$ cat config.mk
export PLATFORM = sky130hd
export DESIGN_NAME = cpu_irq_iface
export DESIGN_NICKNAME = d
export VERILOG_FILES = /design/src/rtl/cpu_irq_pkg.sv /design/src/rtl/cpu_irq_decode.sv /design/src/rtl/cpu_irq_state.sv /design/src/rtl/cpu_irq_pick.sv /design/src/rtl/cpu_irq_iface.sv
export SDC_FILE = /design/constraint.sdc
export NUM_CORES = 1
export LEC_CHECK = 0
export ABC_AREA = 1
export BUFFER_PORTS_ARGS = -buffer_cell sky130_fd_sc_hd__buf_2
export CORE_MARGIN = 5
export CORE_UTILIZATION = 48
export DETAILED_ROUTE_END_ITERATION = 8
export PLACE_DENSITY = 0.81
export SYNTH_ARGS = -nofsm -noshare
export SYNTH_HDL_FRONTEND = slang
export SYNTH_SLANG_ARGS = --single-unit
$ cat constraint.sdc
create_clock -name clk -period 2.35 [get_ports clk]
set_input_delay 0.47 -clock clk [delete_from_list [all_inputs] [get_ports clk]]
set_output_delay 0.47 -clock clk [all_outputs]
set_load 0.1 [all_outputs]
$ cat src/rtl/cpu_irq_pkg.sv
package cpu_irq_pkg;

  localparam int unsigned OFS_CTRL  = 32'h00;
  localparam int unsigned OFS_ID    = 32'h6C;
  localparam int unsigned OFS_SETEN = 32'hA0;
  localparam int unsigned OFS_CLREN = 32'hA4;
  localparam int unsigned OFS_DONE  = 32'hB4;

  typedef enum logic [1:0] {
    CMD_NONE   = 2'd0,
    CMD_SET_EN = 2'd1,
    CMD_CLR_EN = 2'd2,
    CMD_DONE   = 2'd3
  } cmd_kind_e;

  // A command number is usable only when it names an existing interrupt.
  function automatic logic id_in_range(input logic [31:0] value, input int unsigned count);
    return value < count;
  endfunction

endpackage

$ cat src/rtl/cpu_irq_decode.sv
module cpu_irq_decode
  import cpu_irq_pkg::*;
#(
  parameter int unsigned NUM_IRQ = 32,
  parameter int unsigned ADDR_W  = 8,
  parameter int unsigned DATA_W  = 32,
  localparam int unsigned IDW    = $clog2(NUM_IRQ)
) (
  input  logic              clk,
  input  logic              rst_n,
  input  logic              wr_en,
  input  logic              rd_en,
  input  logic [ADDR_W-1:0] addr,
  input  logic [DATA_W-1:0] wdata,
  input  logic              ready,
  input  logic [IDW-1:0]    best_id,
  output logic              iface_en,
  output cmd_kind_e         cmd_kind,
  output logic              cmd_ok,
  output logic [IDW-1:0]    cmd_id,
  output logic              claim_fire,
  output logic [DATA_W-1:0] rdata
);

  logic gate_q;
  logic [DATA_W-1:0] rdata_q;
  logic id_read;

  assign id_read = rd_en && (addr == ADDR_W'(OFS_ID));

  always_comb begin
    cmd_kind = CMD_NONE;
    if (wr_en) begin
      if (addr == ADDR_W'(OFS_SETEN))      cmd_kind = CMD_SET_EN;
      else if (addr == ADDR_W'(OFS_CLREN)) cmd_kind = CMD_CLR_EN;
      else if (addr == ADDR_W'(OFS_DONE))  cmd_kind = CMD_DONE;
    end
  end

  assign cmd_ok     = (cmd_kind != CMD_NONE) && id_in_range(32'(wdata), NUM_IRQ);
  assign cmd_id     = wdata[IDW-1:0];
  assign claim_fire = id_read && ready;

  always_ff @(posedge clk or negedge rst_n) begin
    if (!rst_n) begin
      gate_q <= 1'b0;
    end else if (wr_en && (addr == ADDR_W'(OFS_CTRL))) begin
      gate_q <= wdata[0];
    end
  end

  always_ff @(posedge clk or negedge rst_n) begin
    if (!rst_n) begin
      rdata_q <= '0;
    end else if (rd_en) begin
      if (addr == ADDR_W'(OFS_CTRL))    rdata_q <= DATA_W'(gate_q);
      else if (addr == ADDR_W'(OFS_ID)) rdata_q <= ready ? DATA_W'(best_id) : '1;
      else                              rdata_q <= '0;
    end
  end

  assign iface_en = gate_q;
  assign rdata    = rdata_q;

  AST_EMPTY_READ_ONES: assert property (@(posedge clk) disable iff (!rst_n)
    (id_read && !ready) |=> (rdata == {DATA_W{1'b1}}));

endmodule

$ cat src/rtl/cpu_irq_state.sv
module cpu_irq_state
  import cpu_irq_pkg::*;
#(
  parameter int unsigned NUM_IRQ = 32,
  localparam int unsigned IDW    = $clog2(NUM_IRQ)
) (
  input  logic               clk,
  input  logic               rst_n,
  input  cmd_kind_e          cmd_kind,
  input  logic               cmd_ok,
  input  logic [IDW-1:0]     cmd_id,
  input  logic               claim_fire,
  input  logic [IDW-1:0]     claim_id,
  output logic [NUM_IRQ-1:0] en_q,
  output logic [NUM_IRQ-1:0] act_q
);

  for (genvar i = 0; i < NUM_IRQ; i++) begin : g_line
    logic en_r;
    logic act_r;
    logic hit;

    assign hit = cmd_ok && (cmd_id == IDW'(i));

    always_ff @(posedge clk or negedge rst_n) begin
      if (!rst_n) begin
        en_r <= 1'b0;
      end else if (hit && (cmd_kind == CMD_SET_EN)) begin
        en_r <= 1'b1;
      end else if (hit && (cmd_kind == CMD_CLR_EN)) begin
        en_r <= 1'b0;
      end
    end

    always_ff @(posedge clk or negedge rst_n) begin
      if (!rst_n) begin
        act_r <= 1'b0;
      end else if (claim_fire && (claim_id == IDW'(i))) begin
        act_r <= 1'b1;
      end else if (hit && (cmd_kind == CMD_DONE)) begin
        act_r <= 1'b0;
      end
    end

    assign en_q[i]  = en_r;
    assign act_q[i] = act_r;
  end

  AST_CLAIM_MARKS_ACTIVE: assert property (@(posedge clk) disable iff (!rst_n)
    claim_fire |=> act_q[$past(claim_id)]);

  AST_SET_ENABLES: assert property (@(posedge clk) disable iff (!rst_n)
    (cmd_ok && (cmd_kind == CMD_SET_EN)) |=> en_q[$past(cmd_id)]);

  AST_DONE_IDLE_IGNORED: assert property (@(posedge clk) disable iff (!rst_n)
    (cmd_ok && (cmd_kind == CMD_DONE) && !act_q[cmd_id] && !claim_fire)
      |=> $stable(act_q));

endmodule

$ cat src/rtl/cpu_irq_pick.sv
module cpu_irq_pick #(
  parameter int unsigned NUM_IRQ = 32,
  localparam int unsigned IDW    = $clog2(NUM_IRQ)
) (
  input  logic               clk,
  input  logic               rst_n,
  input  logic [NUM_IRQ-1:0] pend,
  input  logic [NUM_IRQ-1:0] en,
  input  logic [NUM_IRQ-1:0] act,
  output logic               has_cand,
  output logic [IDW-1:0]     best_id
);

  logic [NUM_IRQ-1:0] cand;

  assign cand     = pend & en & ~act;
  assign has_cand = |cand;

  always_comb begin
    best_id = '0;
    for (int i = NUM_IRQ - 1; i >= 0; i--) begin
      if (cand[i]) best_id = IDW'(i);
    end
  end

  AST_PICK_LOWEST: assert property (@(posedge clk) disable iff (!rst_n)
    has_cand |-> (cand[best_id] &&
      ((cand & ((NUM_IRQ'(1) << best_id) - NUM_IRQ'(1))) == '0)));

endmodule

$ cat src/rtl/cpu_irq_iface.sv
module cpu_irq_iface
  import cpu_irq_pkg::*;
#(
  parameter int unsigned NUM_IRQ = 32,
  parameter int unsigned ADDR_W  = 8,
  parameter int unsigned DATA_W  = 32,
  localparam int unsigned IDW    = $clog2(NUM_IRQ)
) (
  input  logic               clk,
  input  logic               rst_n,
  input  logic               wr_en,
  input  logic               rd_en,
  input  logic [ADDR_W-1:0]  addr,
  input  logic [DATA_W-1:0]  wdata,
  output logic [DATA_W-1:0]  rdata,
  input  logic [NUM_IRQ-1:0] pend_i,
  output logic               irq_o
);

  logic               iface_en;
  cmd_kind_e          cmd_kind;
  logic               cmd_ok;
  logic [IDW-1:0]     cmd_id;
  logic               claim_fire;
  logic [NUM_IRQ-1:0] en_q;
  logic [NUM_IRQ-1:0] act_q;
  logic               has_cand;
  logic [IDW-1:0]     best_id;
  logic               ready;

  assign ready = iface_en && has_cand;
  assign irq_o = ready;

  cpu_irq_decode #(.NUM_IRQ(NUM_IRQ), .ADDR_W(ADDR_W), .DATA_W(DATA_W)) u_decode (
    .clk(clk), .rst_n(rst_n), .wr_en(wr_en), .rd_en(rd_en), .addr(addr),
    .wdata(wdata), .ready(ready), .best_id(best_id), .iface_en(iface_en),
    .cmd_kind(cmd_kind), .cmd_ok(cmd_ok), .cmd_id(cmd_id),
    .claim_fire(claim_fire), .rdata(rdata)
  );

  cpu_irq_state #(.NUM_IRQ(NUM_IRQ)) u_state (
    .clk(clk), .rst_n(rst_n), .cmd_kind(cmd_kind), .cmd_ok(cmd_ok),
    .cmd_id(cmd_id), .claim_fire(claim_fire), .claim_id(best_id),
    .en_q(en_q), .act_q(act_q)
  );

  cpu_irq_pick #(.NUM_IRQ(NUM_IRQ)) u_pick (
    .clk(clk), .rst_n(rst_n), .pend(pend_i), .en(en_q), .act(act_q),
    .has_cand(has_cand), .best_id(best_id)
  );

  AST_GATE_CLOSED_QUIET: assert property (@(posedge clk) disable iff (!rst_n)
    (!iface_en && rd_en && (addr == ADDR_W'(OFS_ID))) |=> (rdata == {DATA_W{1'b1}}));

endmodule

After elaboration in Yosys (flattened, before gate mapping)
Index checks and enable logic that the tools add are counted.
- order comparisons: 1
- equal/unequal tests: 69
- mux-type cells: 167
- bitwise logic cells: 3
- reduce and logical (&&, ||, !) cells: 234
- operator list (kind ; count):
    1-bit logical AND ; 165
    5-bit == test (second input constant) ; 32
    5-bit two-way mux ; 32
    2-bit nonzero test ; 65
    1-bit two-way mux ; 128
    32-bit two-way mux ; 3
    5-bit by 4-bit == test with 1-bit output (second input constant) ; 16
    32-bit bitwise AND ; 2
    5-bit by 3-bit == test with 1-bit output (second input constant) ; 8
    32-bit by 6-bit < comparator with 1-bit output (second input constant) ; 1
    32-bit NOT ; 1
    32-bit OR reduction ; 1
    8-bit == test (second input constant) ; 3
    5-bit by 2-bit == test with 1-bit output (second input constant) ; 4
    5-bit by 1-bit == test with 1-bit output (second input constant) ; 2
    5-bit logical NOT ; 2
    8-bit by 7-bit == test with 1-bit output (second input constant) ; 1
    8-bit logical NOT ; 1
    2-bit two-way mux ; 4
    2-bit == test (second input constant) ; 2
    2-bit by 1-bit == test with 1-bit output (second input constant) ; 1
- flip-flop bits (word level): 97
- input bits: 76
- output and inout port bits: 33
- word-level logic and storage cells: 540

Depth between registers and ports, before layout
- depth after elaboration: 37
- mapped depth: 37
- depth with buffers taken out: 37

Modules after synthesis
A second synthesis with hierarchy kept.
- cells, all modules: 773
- area, all modules: 5139.9 um^2
- by module, submodules not included (module ; times used ; cells each ; area an instance (um^2) ; sequential area each (um^2)):
    cpu_irq_state ; 1 ; 476 ; 3575.9 ; 1601.5
    cpu_irq_decode ; 1 ; 128 ; 824.5 ; 175.2
    cpu_irq_pick ; 1 ; 167 ; 732.0 ; 0.0
    cpu_irq_iface ; 1 ; 2 ; 7.5 ; 0.0

Least setup slack after synthesis
OpenSTA, ideal clock, no wires.
- path kind: input -> register
- start point: input port pend_i[31]
- end point: register u_state.g_line[0].act_r
- library setup time: 0.120 ns
- arrival time: 2.240 ns
- required time: 2.230 ns
- path slack: -0.011 ns
- stages: 37
- buffers on the path: 0
- cells stage by stage: nand2_1 nor2_1 nand2_1 nand2_1 nand2_1 nand2_1 nand2_1 nand2_1 nand2_1 nand2_1 nand2_1 nand2_1 nand2_1 nand2_1 nand2_1 nand2_1 nand2_1 nand2_1 nand2_1 nand2_1 nand2_1 nand2_1 nand2_1 nand2_1 nand2_1 nand2_1 nand2_1 nand2_1 nand2_1 nand2_1 nand2_2 nand2_4 nand2_8 nand2_4 nor2_2 nand2_1 nand2_1
- word-level cells in the longest chain between the ends: 37
- elaborated cells on any way between the ends: 41
- classes of those cells: 33 x mux; 2 x bitwise; 6 x reduce/logical
- ends and longest elaborated chain (what ; line ; text):
    start: declaration ; cpu_irq_iface.sv:16 ; input logic [NUM_IRQ-1:0] pend_i,
    32-bit bitwise AND * (2 in a row) ; cpu_irq_pick.sv:16 ; assign cand = pend & en & ~act;
    5-bit two-way mux (32 in a row) ; cpu_irq_pick.sv:22 ; if (cand[i]) best_id = IDW'(i);
    5-bit logical NOT ; cpu_irq_state.sv:38 ; end else if (claim_fire && (claim_id == IDW'(i))) begin
    1-bit logical AND * ; cpu_irq_state.sv:38 ;
    1-bit two-way mux / 2-bit nonzero test (equally long branches) ; - ;
    end signal: assignment ; cpu_irq_state.sv:37 ; act_r <= 1'b0;
    end signal: assignment ; cpu_irq_state.sv:39 ; act_r <= 1'b1;
    end signal: assignment ; cpu_irq_state.sv:41 ; act_r <= 1'b0;
    end: declaration ; cpu_irq_state.sv:20 ; logic act_r;
Mark *: on every way between the ends. The rest lies on a longest branch, timed or not.
A chain may end at the register's enable or synchronous reset.

Final worst setup path
- start point: register u_state.g_line[29].act_r
- end point: register u_state.g_line[7].act_r
- word-level cells in the longest chain between the ends: 35
- elaborated cells on any way between the ends: 39
- classes of those cells: 1 x eq/ne; 31 x mux; 2 x bitwise; 5 x reduce/logical
- ends and longest elaborated chain (what ; line):
    start: declaration ; cpu_irq_state.sv:20
    start signal: assignment ; cpu_irq_state.sv:37
    start signal: assignment ; cpu_irq_state.sv:39
    start signal: assignment ; cpu_irq_state.sv:41
    32-bit NOT * ; cpu_irq_pick.sv:16
    32-bit bitwise AND * ; cpu_irq_pick.sv:16
    5-bit two-way mux (30 in a row) ; cpu_irq_pick.sv:22
    5-bit by 3-bit == test with 1-bit output ; cpu_irq_state.sv:38
    1-bit logical AND * ; cpu_irq_state.sv:38
    1-bit two-way mux / 2-bit nonzero test (equally long branches) ; -
    end signal: assignment ; cpu_irq_state.sv:37
    end signal: assignment ; cpu_irq_state.sv:39
    end signal: assignment ; cpu_irq_state.sv:41
    end: declaration ; cpu_irq_state.sv:20
Marks and branches as above.

==> flow_summary.json <==
{
  "drt-total-wl_um": 13200,
  "cts.clk_slew.worst_paths_ps": 80,
  "row_count": 33,
  "cts.sinks": 71,
  "p_switching_mw": 0.607,
  "cpPeakStageDelay_ps": 370,
  "die-height_um": 102,
  "critPathMaxFanout": 8,
  "synth_top_family_by_area": "simple AND/OR/NAND/NOR gates",
  "drv_cap": 0,
  "period_share_pct": 114,
  "syn_nets": 656,
  "cp_common_cell": "nand2_1",
  "tightest_slew_ps": 620,
  "muxShareOfSynthArea_pct": 0,
  "synth_edf_count": 0,
  "die-width_um": 102,
  "critPathLaunchType": "register",
  "p_int_mw": 1.76,
  "synth_compound_area_share_pct": 15.6,
  "rsz0062_at_grt": "true",
  "grtUsageTotal_pct": 25.5,
  "status": "finished with violations",
  "yosysSeqAreaShare_pct": 43.3,
  "core_area_sq_um": 8260,
  "drv_slew": 0,
  "final_common_cell": "nand2_1",
  "fmax_mhz": 375,
  "leakage_nw": 2.79,
  "grt_max_degree": 72,
  "drive_gt1_share_pct": 30.6,
  "cp.arrival_ps": 2960,
  "cts_root_buf": "clkbuf_8",
  "setup_viol": 34,
  "tns_ps": -8550,
  "die-area_sq_um": 10500,
  "gp_congestion": 0.963,
  "dp_hpwl_um": 9650,
  "layout_setup_ws_ps": -318,
  "final_cell_mix": "nand2_1, buf_2, o21ai_0",
  "portBuffers": 108,
  "syn_avg_cell_area_sq_um": 7.08,
  "period_needed_ps": 2670,
  "fin_area_sq_um": 5350,
  "h-tree-depth": 3,
  "finalClockSkew_ps": 14.8,
  "min_path_type": "input pin to async pin",
  "drtPass1Iterations": 6,
  "placed_area_sq_um": 4810,
  "pin_count": 109,
  "via_per_inst": 5.29,
  "syn_area_sq_um": 4110,
  "antenna_cells": 0,
  "pre_cts_ws_ps": -340,
  "seqPwrFrac_pct": 51.7,
  "clk_latency_ps": 370,
  "start_util_pct": 49.7,
  "grt.overflow.total": 0,
  "drc": 0,
  "power_frac_comb_pct": 6.9,
  "hold_violations": 0,
  "yosysWarningCount": 0,
  "yosys.area_share.adder_pct": 0,
  "cts_inserted_buffers": 9,
  "crit_slowest_cell": "dfrtp_1",
  "grt_pass1_vias": 4187,
  "r2r_slack_ps": -320,
  "cts_tree": "done",
  "wl_per_cell_um": 16.2,
  "drtIter0Drc": 247,
  "grt_antenna_before_repair": 0,
  "synthArstFlopShare_pct": 100,
  "fin_nets": 780,
  "ys.flop_type": "dfrtp_1",
  "ys_ff_latch": 71,
  "p_per_area_nw_per_um2": 443,
  "violations": "setup timing",
  "critical_path_class": "register to register",
  "postRouteAntennaNets": 0,
  "cp.required_ps": 2640,
  "worstSetupEndpointType": "register",
  "grt_pass1_wl_um": 20700,
  "ir_drop_mv": 0.373,
  "vias": 4304,
  "synth_cell_types": 25,
  "synthSimpleGateAreaFrac_pct": 30.0,
  "p_clk_share_pct": 41.3,
  "nFillCells": 733,
  "whs_ps": 117,
  "power.share.switching_pct": 25.6,
  "synth_xor_xnor_area_share_pct": 0,
  "slew_headroom_pct": 58.7,
  "clock_path_buffers": 2,
  "areaGrowthSynthToFinish_pct": 30.3,
  "syn_inst": 580
}
## repair_timing
action,in CTS,in global routing
pin swaps,6,20
setup buffers,6,7
hold buffers,0,0
resized for setup,34,31
endpoints found under the setup margin,34,35
## worst max-delay path: cells and delay by family (launching register included)
kind | cells | cell delay, ps
flip-flops | 1 | 370
AND/OR/NAND/NOR | 34 | 2240
## stage by stage
stage | std cells | power (mW) | utilization, %
5_1_grt | 813 | 2.44 | 64.8
3_5_place_dp | 787 | 1.41 | 58.2
4_1_cts | 807 | 2.38 | 63.0
3_3_place_gp | 787 | 1.41 | 58.2
2_1_floorplan | 580 | 1.30 | -
6_report | 813 | 2.37 | 64.8
## cell type report
type | count | area (sq um) | area share [%]
Multi-Input combinational cell | 413 | 2100 | 39.3
Sequential cell | 71 | 1780 | 33.2
Timing Repair Buffer | 150 | 931 | 17.4
Inverter | 59 | 221 | 4.14
Tap cell | 105 | 131 | 2.46
Clock buffer | 9 | 124 | 2.32
Clock inverter | 6 | 61.3 | 1.15
## registers in the layout, indices dropped and copies added, names as in the netlist
register / flops
u_state.g_line.en_r: 32
u_decode.rdata: 6
u_state.g_line.act_r: 32
u_decode.iface_en: 1
## kinds of logic after synthesis
group	after synthesis
AOI/OAI and AO/OA	125
buffers and inverters	96
DFF	71
and+or+nand+nor	288
## layer usage
| metal | track usage, % | wire (um) | vias to the layer above |
|---|---|---|---|
| li1 | - | - | 2099 |
| met1 | 32.6 | 5440 | 2038 |
| met2 | 43.0 | 6660 | 144 |
| met3 | 4.60 | 758 | 23 |
| met4 | 9.59 | 329 | 0 |
| met5 | 0 | 0 | - |
## power groups by stage
stage,Sequential (mW),Combinational [mW],Clock [mW]
after floorplan,1.26,0.0430,0
after global placement,1.25,0.160,0
after detailed placement,1.25,0.163,0
after CTS,1.23,0.165,0.986
after global routing,1.23,0.181,1.03
final,1.23,0.164,0.980
## Yosys cell counts (3+ instances only)
cell	number	area (sq um)
nand2_1	156	586
o21ai_0	97	485
nor2_1	83	312
dfrtp_1	71	1780
inv_1	56	210
buf_4	26	195
nand3_1	20	100
o21ai_1	17	85.1
clkbuf_1	11	41.3
nor4_1	9	56.3
nand4_1	6	37.5
a21oi_1	4	20.0
nor2_2	4	25.0
inv_2	3	11.3
o211ai_1	3	22.5
## worst paths after layout
check,start,endpoint,cells after the start
max in group asynchronous,rst_n,u_decode.rdata[2],2
min in group clk,wr_en,u_decode.iface_en,2
setup / recovery,u_state.g_line[29].act_r,u_state.g_line[7].act_r,34
setup reg to reg,u_state.g_line[29].act_r,u_state.g_line[7].act_r,34
hold reg to reg,u_decode.rdata[4],u_decode.rdata[4],2
hold / removal,rst_n,u_state.g_line[27].en_r,2
No activity file was read; power rests on OpenSTA's default activity.
